$ cat src/rtl/spi_cfg_pkg.sv
package spi_cfg_pkg;

    localparam int ADDR_W  = 7;
    localparam int DATA_W  = 8;
    localparam int FRAME_W = 1 + ADDR_W + DATA_W;
    localparam int CNT_W   = $clog2(FRAME_W);
    localparam int LANE_W  = 3;

    localparam logic [ADDR_W-1:0] KEY_ADDR  = 7'h7F;
    localparam logic [ADDR_W-1:0] CTRL_ADDR = 7'h00;
    localparam logic [ADDR_W-1:0] LANE_ADDR = 7'h0A;
    localparam logic [DATA_W-1:0] KEY_OPEN  = 8'hFF;

    localparam logic [LANE_W-1:0] LANES_TWO   = 3'b010;
    localparam logic [LANE_W-1:0] LANES_THREE = 3'b100;

    localparam int CTRL_LUT_BIT  = 0;
    localparam int CTRL_SRAM_BIT = 4;

    typedef struct packed {
        logic                sclk_prev;
        logic [CNT_W-1:0]    cnt;
        logic                head;
        logic                is_rd;
        logic                done;
        logic [ADDR_W-1:0]   addr;
        logic [DATA_W-1:0]   shin;
        logic [DATA_W-1:0]   shout;
        logic                oe;
        logic                load;
        logic                arm;
        logic                wr_en;
        logic [ADDR_W-1:0]   wr_addr;
        logic [DATA_W-1:0]   wr_data;
    } frame_t;

endpackage

$ cat src/rtl/spi_cfg_sync.sv
module spi_cfg_sync #(
    parameter int              WIDTH   = 3,
    parameter int              STAGES  = 2,
    parameter logic [WIDTH-1:0] RST_VAL = '0
) (
    input  logic             clk,
    input  logic             rst_n,
    input  logic [WIDTH-1:0] async_in,
    output logic [WIDTH-1:0] sync_out
);

    for (genvar g = 0; g < WIDTH; g++) begin : g_bit
        logic [STAGES-1:0] chain_q;
        logic [STAGES-1:0] chain_d;

        always_comb begin
            chain_d = {chain_q[STAGES-2:0], async_in[g]};
        end

        always_ff @(posedge clk or negedge rst_n) begin
            if (!rst_n) begin
                chain_q <= {STAGES{RST_VAL[g]}};
            end else begin
                chain_q <= chain_d;
            end
        end

        assign sync_out[g] = chain_q[STAGES-1];
    end

endmodule

$ cat src/rtl/spi_cfg_frame.sv
module spi_cfg_frame
    import spi_cfg_pkg::*;
(
    input  logic              clk,
    input  logic              rst_n,
    input  logic              cs_s,
    input  logic              sclk_s,
    input  logic              sdi_s,
    input  logic [DATA_W-1:0] rd_data,
    output logic [ADDR_W-1:0] rd_addr,
    output logic              sdo,
    output logic              oe,
    output logic              wr_en,
    output logic [ADDR_W-1:0] wr_addr,
    output logic [DATA_W-1:0] wr_data
);

    localparam logic [CNT_W-1:0] CMD_LAST   = CNT_W'(ADDR_W);
    localparam logic [CNT_W-1:0] FRAME_LAST = CNT_W'(FRAME_W - 1);
    localparam logic [CNT_W-1:0] BYTE_FIRST = CNT_W'(FRAME_W - DATA_W);

    frame_t q, d;

    logic sclk_rise;
    logic sclk_fall;
    logic [ADDR_W-1:0] next_addr;

    always_comb begin
        sclk_rise = sclk_s & ~q.sclk_prev;
        sclk_fall = ~sclk_s & q.sclk_prev;
        next_addr = q.head ? q.addr : q.addr + 1'b1;

        d           = q;
        d.sclk_prev = sclk_s;
        d.wr_en     = 1'b0;

        if (cs_s) begin
            d.cnt   = '0;
            d.head  = 1'b1;
            d.is_rd = 1'b0;
            d.done  = 1'b0;
            d.oe    = 1'b0;
            d.load  = 1'b0;
            d.arm   = 1'b0;
        end else begin
            if (q.load) begin
                d.shout = rd_data;
                d.oe    = 1'b1;
                d.load  = 1'b0;
            end
            if (sclk_fall && q.arm) begin
                d.shout = {q.shout[DATA_W-2:0], 1'b0};
                d.arm   = 1'b0;
            end
            if (sclk_rise && !q.done) begin
                d.shin = {q.shin[DATA_W-2:0], sdi_s};
                d.cnt  = q.cnt + 1'b1;
                if (q.head && q.cnt == CMD_LAST) begin
                    d.is_rd = q.shin[ADDR_W-1];
                    d.addr  = {q.shin[ADDR_W-2:0], sdi_s};
                    d.load  = q.shin[ADDR_W-1];
                end
                if (q.cnt == FRAME_LAST) begin
                    if (q.is_rd) begin
                        d.oe   = 1'b0;
                        d.arm  = 1'b0;
                        d.done = 1'b1;
                    end else begin
                        d.wr_en   = 1'b1;
                        d.wr_addr = next_addr;
                        d.wr_data = {q.shin[DATA_W-2:0], sdi_s};
                        d.addr    = next_addr;
                        d.head    = 1'b0;
                        d.cnt     = BYTE_FIRST;
                    end
                end else if (q.is_rd && q.oe) begin
                    d.arm = 1'b1;
                end
            end
        end
    end

    always_ff @(posedge clk or negedge rst_n) begin
        if (!rst_n) begin
            q      <= '0;
            q.head <= 1'b1;
        end else begin
            q <= d;
        end
    end

    assign rd_addr = q.addr;
    assign sdo     = q.shout[DATA_W-1];
    assign oe      = q.oe;
    assign wr_en   = q.wr_en;
    assign wr_addr = q.wr_addr;
    assign wr_data = q.wr_data;

endmodule

$ cat src/rtl/spi_cfg_regbank.sv
module spi_cfg_regbank
    import spi_cfg_pkg::*;
#(
    parameter int REG_COUNT = 16
) (
    input  logic              clk,
    input  logic              rst_n,
    input  logic              wr_en,
    input  logic [ADDR_W-1:0] wr_addr,
    input  logic [DATA_W-1:0] wr_data,
    input  logic [ADDR_W-1:0] rd_addr,
    output logic [DATA_W-1:0] rd_data,
    output logic              access_en,
    output logic              lut_enable,
    output logic              sram_unlock,
    output logic [LANE_W-1:0] lane_select
);

    localparam int IDX_W = $clog2(REG_COUNT);
    localparam logic [ADDR_W-1:0] LIMIT = ADDR_W'(REG_COUNT);
    localparam logic [DATA_W-1:0] LANE_RESET = {{(DATA_W-LANE_W){1'b0}}, LANES_THREE};

    typedef struct packed {
        logic [REG_COUNT-1:0][DATA_W-1:0] regs;
        logic [DATA_W-1:0]                key;
        logic [LANE_W-1:0]                lane_eff;
    } bank_t;

    function automatic logic [REG_COUNT-1:0][DATA_W-1:0] reset_image();
        logic [REG_COUNT-1:0][DATA_W-1:0] img;
        img = '0;
        img[LANE_ADDR[IDX_W-1:0]] = LANE_RESET;
        return img;
    endfunction

    bank_t q, d;

    logic              open_now;
    logic              wr_in_bank;
    logic              lane_legal;
    logic [IDX_W-1:0]  wr_idx;
    logic [IDX_W-1:0]  rd_idx;

    always_comb begin
        open_now   = (q.key == KEY_OPEN);
        wr_in_bank = (wr_addr < LIMIT);
        wr_idx     = wr_addr[IDX_W-1:0];
        rd_idx     = rd_addr[IDX_W-1:0];
        lane_legal = (wr_data[LANE_W-1:0] == LANES_TWO) ||
                     (wr_data[LANE_W-1:0] == LANES_THREE);

        d = q;
        if (wr_en) begin
            if (wr_addr == KEY_ADDR) begin
                d.key = wr_data;
            end else if (open_now && wr_in_bank) begin
                d.regs[wr_idx] = wr_data;
                if (wr_addr == LANE_ADDR && lane_legal) begin
                    d.lane_eff = wr_data[LANE_W-1:0];
                end
            end
        end

        if (rd_addr == KEY_ADDR) begin
            rd_data = q.key;
        end else if (open_now && rd_addr < LIMIT) begin
            rd_data = q.regs[rd_idx];
        end else begin
            rd_data = '0;
        end
    end

    always_ff @(posedge clk or negedge rst_n) begin
        if (!rst_n) begin
            q.regs     <= reset_image();
            q.key      <= '0;
            q.lane_eff <= LANES_THREE;
        end else begin
            q <= d;
        end
    end

    assign access_en   = (q.key == KEY_OPEN);
    assign lut_enable  = q.regs[CTRL_ADDR[IDX_W-1:0]][CTRL_LUT_BIT];
    assign sram_unlock = q.regs[CTRL_ADDR[IDX_W-1:0]][CTRL_SRAM_BIT];
    assign lane_select = q.lane_eff;

endmodule

$ cat src/rtl/spi_cfg_slave.sv
module spi_cfg_slave
    import spi_cfg_pkg::*;
#(
    parameter int REG_COUNT   = 16,
    parameter int SYNC_STAGES = 2
) (
    input  logic              clk,
    input  logic              rst_n,
    input  logic              spi_cs_n,
    input  logic              spi_sclk,
    input  logic              spi_sdio_in,
    output logic              spi_sdio_out,
    output logic              spi_sdio_oe,
    output logic              lut_enable,
    output logic              sram_unlock,
    output logic [LANE_W-1:0] lane_select
);

    logic [2:0]        pins_s;
    logic              cs_s;
    logic              sclk_s;
    logic              sdi_s;
    logic [DATA_W-1:0] rd_data;
    logic [ADDR_W-1:0] rd_addr;
    logic              wr_en;
    logic [ADDR_W-1:0] wr_addr;
    logic [DATA_W-1:0] wr_data;
    logic              access_en;

    spi_cfg_sync #(
        .WIDTH   (3),
        .STAGES  (SYNC_STAGES),
        .RST_VAL (3'b100)
    ) u_sync (
        .clk      (clk),
        .rst_n    (rst_n),
        .async_in ({spi_cs_n, spi_sclk, spi_sdio_in}),
        .sync_out (pins_s)
    );

    assign cs_s   = pins_s[2];
    assign sclk_s = pins_s[1];
    assign sdi_s  = pins_s[0];

    spi_cfg_frame u_frame (
        .clk     (clk),
        .rst_n   (rst_n),
        .cs_s    (cs_s),
        .sclk_s  (sclk_s),
        .sdi_s   (sdi_s),
        .rd_data (rd_data),
        .rd_addr (rd_addr),
        .sdo     (spi_sdio_out),
        .oe      (spi_sdio_oe),
        .wr_en   (wr_en),
        .wr_addr (wr_addr),
        .wr_data (wr_data)
    );

    spi_cfg_regbank #(
        .REG_COUNT (REG_COUNT)
    ) u_bank (
        .clk         (clk),
        .rst_n       (rst_n),
        .wr_en       (wr_en),
        .wr_addr     (wr_addr),
        .wr_data     (wr_data),
        .rd_addr     (rd_addr),
        .rd_data     (rd_data),
        .access_en   (access_en),
        .lut_enable  (lut_enable),
        .sram_unlock (sram_unlock),
        .lane_select (lane_select)
    );

endmodule

$ cat config.mk
export PLATFORM = sky130hd
export DESIGN_NAME = spi_cfg_slave
export DESIGN_NICKNAME = d
export VERILOG_FILES = /design/src/rtl/spi_cfg_pkg.sv /design/src/rtl/spi_cfg_sync.sv /design/src/rtl/spi_cfg_frame.sv /design/src/rtl/spi_cfg_regbank.sv /design/src/rtl/spi_cfg_slave.sv
export SDC_FILE = /design/constraint.sdc
export NUM_CORES = 1
export LEC_CHECK = 0
export BUFFER_PORTS_ARGS = -buffer_cell sky130_fd_sc_hd__buf_2
export CORE_MARGIN = 2
export CORE_UTILIZATION = 50
export DETAILED_ROUTE_END_ITERATION = 16
export PLACE_DENSITY_LB_ADDON = 0.15
export SYNTH_ARGS = -nofsm -noshare
export SYNTH_HDL_FRONTEND = slang
export SYNTH_SLANG_ARGS = --single-unit
$ cat constraint.sdc
create_clock -name clk -period 3 [get_ports clk]
set_input_delay 0.15 -clock clk [delete_from_list [all_inputs] [get_ports clk]]
set_output_delay 0.15 -clock clk [all_outputs]
set_load 0.01 [all_outputs]
==> metrics.txt <==
GRT Overall Usage 23.0%; FF-to-FF setup slack 0.35 ns; top_reg_cell synth dfrtp_1; layout cells sized above 1 35.3%; final max-slew violation count 0; Synth Warn # 0; clk slew on worst S/H paths 0.07 ns; Setup crit start u_frame.wr_addr[4]; power per cell area 521 nW/um^2; Reg power frac 52.6%; Post-synth EDFFs 0; hold_buf cts 4; fin worst setup slack 0.350 ns; Clk pwr share 45.6%; gpl congestion 0.861; worst skew pair latency 0.43 ns; Setup TNS 0 ns; Final Net Count 697; H-tree levels 4; Final Hold Viols 0; Seq cells post-synth 194; DP HPWL 12.8 mm; worst r2r src u_frame.wr_addr[4]; Lkg Pwr 4.60 nW; DRC viols 0; cts bufs inserted 17; Setup crit end u_bank.q[41]; min Tclk post-route 2.65 ns; Post-synth ARST share 100%; Congestion Overflow GR 0; period utilization 88.3%; IO Pins 12; Max clock buf depth 2; hold wc startpoint u_sync.g_bit[0].chain_q[0]; wire length per cell 21.0 microns; Mapped Area 8780 sq um; via count 5456; final setup violation count 0; Port Buffer Count 11; RSZ-0062 raised after global routing no; reg2reg path depth 5; Slew @ Worst Pin 0.962 ns; Vias per Instance 5.88; CP endpoint kind flip-flop; fmax 377 MHz; largest net degree at the start of global routing 100; sw frac 21.6%; Slew HR 35.8%; Core Rows 48; Post-Syn Instances 675; Place WS 0.363 ns; max-cap viol count 0; total core area 17200 sq um; status finished, final reports clean; NetSw 1.10 mW; die area 18600 sq um; post-synthesis sequential area ratio 55.4%; Max FO, Critical Path 8; Worst Hold Class reg2reg; TritonCTS clock tree yes; fillers 1389; Distinct cells, synth 52; Starting Density 50.9%; Layout Skew 0.0101 ns; ant diodes 0; DRT antenna net count 0; Critical Path Source Type flip-flop; post-CTS repair timing setup buffer count 0; first-pass GRT wire length 31.8 mm; antenna violations before repair 0; 1st-iter DRT viols 432; worst vdd ir 0.347 mV; Area Growth Syn to Fin 11.4%; arrival time of the worst setup path 2.96 ns; reg2reg end u_bank.q[41]; # resized after CTS 0; drt total wl 19.5 mm; vias in the first global route 5696; Die Y 137 microns; Worst EP required 3.31 ns; Layout Utilization 56.7%; net count after synthesis 682; DR pass1 iterations 5; Syn Area/Cell 13.0 sq um; Setup CP Type reg2reg; Die W 137 microns; Root Buffer clkbuf_16; combinational fraction of design power 1.8%; Pint 3.99 mW; clock sink total 194
==> synth_stat cells, types with 3 or more instances <==
| cell | instances | area (sq um) |
|---|---|---|
| mux2i_1 | 3 | 30.0 |
| mux2_2 | 142 | 1600 |
| nor3b_1 | 3 | 22.5 |
| clkbuf_1 | 32 | 120 |
| nor2b_1 | 6 | 37.5 |
| mux4_2 | 31 | 698 |
| inv_1 | 4 | 15.0 |
| xnor2_1 | 6 | 52.6 |
| nand4_1 | 4 | 25.0 |
| a221o_1 | 7 | 70.1 |
| a21oi_1 | 39 | 195 |
| o21ai_0 | 12 | 60.1 |
| nand2b_1 | 7 | 43.8 |
| o22ai_1 | 7 | 43.8 |
| dfrtp_1 | 189 | 4730 |
| nor2_1 | 25 | 93.8 |
| buf_2 | 4 | 20.0 |
| nor3_1 | 4 | 20.0 |
| nand3_1 | 7 | 35.0 |
| buf_4 | 3 | 22.5 |
| dfstp_2 | 5 | 131 |
| nand2_1 | 92 | 345 |
==> metal layers <==
layer	wire [microns]	part of all wire, %	up-vias	GRT usage [%]
li1	-	-	2463	-
met1	9180	47	2850	33.0
met2	9220	47	116	35.0
met3	813	4.2	27	5.33
met4	301	1.5	0	7.00
met5	0	0	-	0
==> power groups by stage <==
stage               sequential [mW]  clock, mW  combinational, mW
global route                   2.68       2.48              0.110
detailed placement             2.72          0             0.0929
floorplan                      2.71          0             0.0271
global placement               2.72          0             0.0888
finish                         2.67       2.32             0.0923
CTS                            2.67       2.37             0.0970
==> worst min-delay path by stage <==
| stage | end | slack, ns | depth (start not counted) |
|---|---|---|---|
| after global routing | u_sync.g_bit[0].chain_q[0] | 0.35 | 2 |
| final | u_sync.g_bit[0].chain_q[1] | 0.35 | 0 |
| after global placement | u_sync.g_bit[2].chain_q[0] | 0.26 | 1 |
| after detailed placement | u_sync.g_bit[2].chain_q[0] | 0.26 | 1 |
| after CTS | u_sync.g_bit[0].chain_q[0] | 0.35 | 2 |
| after floorplan | u_bank.lane_select[0] | -0.15 | 0 |
==> metrics by stage <==
stage / power (mW) / cell area [sq um] / hold WS [ns] / instances
final: 5.09 / 9780 / 0.352 / 928
after global routing: 5.27 / 9780 / 0.348 / 928
after CTS: 5.15 / 9780 / 0.348 / 928
after detailed placement: 2.82 / 9130 / 0.256 / 892
after global placement: 2.81 / 9130 / 0.257 / 892
after floorplan: 2.74 / 8780 / -0.146 / 675
==> worst max-delay path, stage by stage, from the launching register on <==
cell and delay (ns):
dfrtp_1 0.40, or4b_1 0.55, or3_4 0.38, or3_4 0.38, nor2_2 0.42, mux2_2 0.40
==> layout make-up <==
type	count	area (sq um)	area share (%)
inverters	5	18.8	0.192
clock buffers	22	484	4.95
repair buffers	36	274	2.80
well taps	225	282	2.88
clock inverters	10	124	1.27
multi-input cells	436	3730	38.2
flip-flops and latches	194	4860	49.7
==> cells by family after synthesis <==
group	share of synthesized area [%]
flops	55.4
mux	26.5
simple gates	9.12
compound gates	5.80
buf+inv	2.11
xor+xnor	0.798
fa+ha+maj	0.285
==> state kept, by name (all words and copies together) (netlist names) <==
register and flops:
u_bank.lane_select 3, u_bank.lut_enable 1, u_bank.q 134, u_bank.sram_unlock 1, u_frame.oe 1, u_frame.q 24
u_frame.rd_addr 7, u_frame.sdo 1, u_frame.wr_addr 7, u_frame.wr_data 8, u_frame.wr_en 1, u_sync.g_bit.chain_q 6
==> cells in the final DEF (no fill, tap or decap), types with 6 or more instances in the layout <==
cell type	count
clkbuf_16	17
buf_4	20
dfrtp_1	188
o22ai_1	7
buf_2	10
xnor2_1	6
nand2_1	92
nand3_1	7
nand2b_1	7
nor2b_1	6
nor2_1	25
o21ai_0	12
mux4_2	31
mux2_2	142
a21oi_1	39
a221o_1	7
Note: power is estimated with default switching activity, not from simulation.
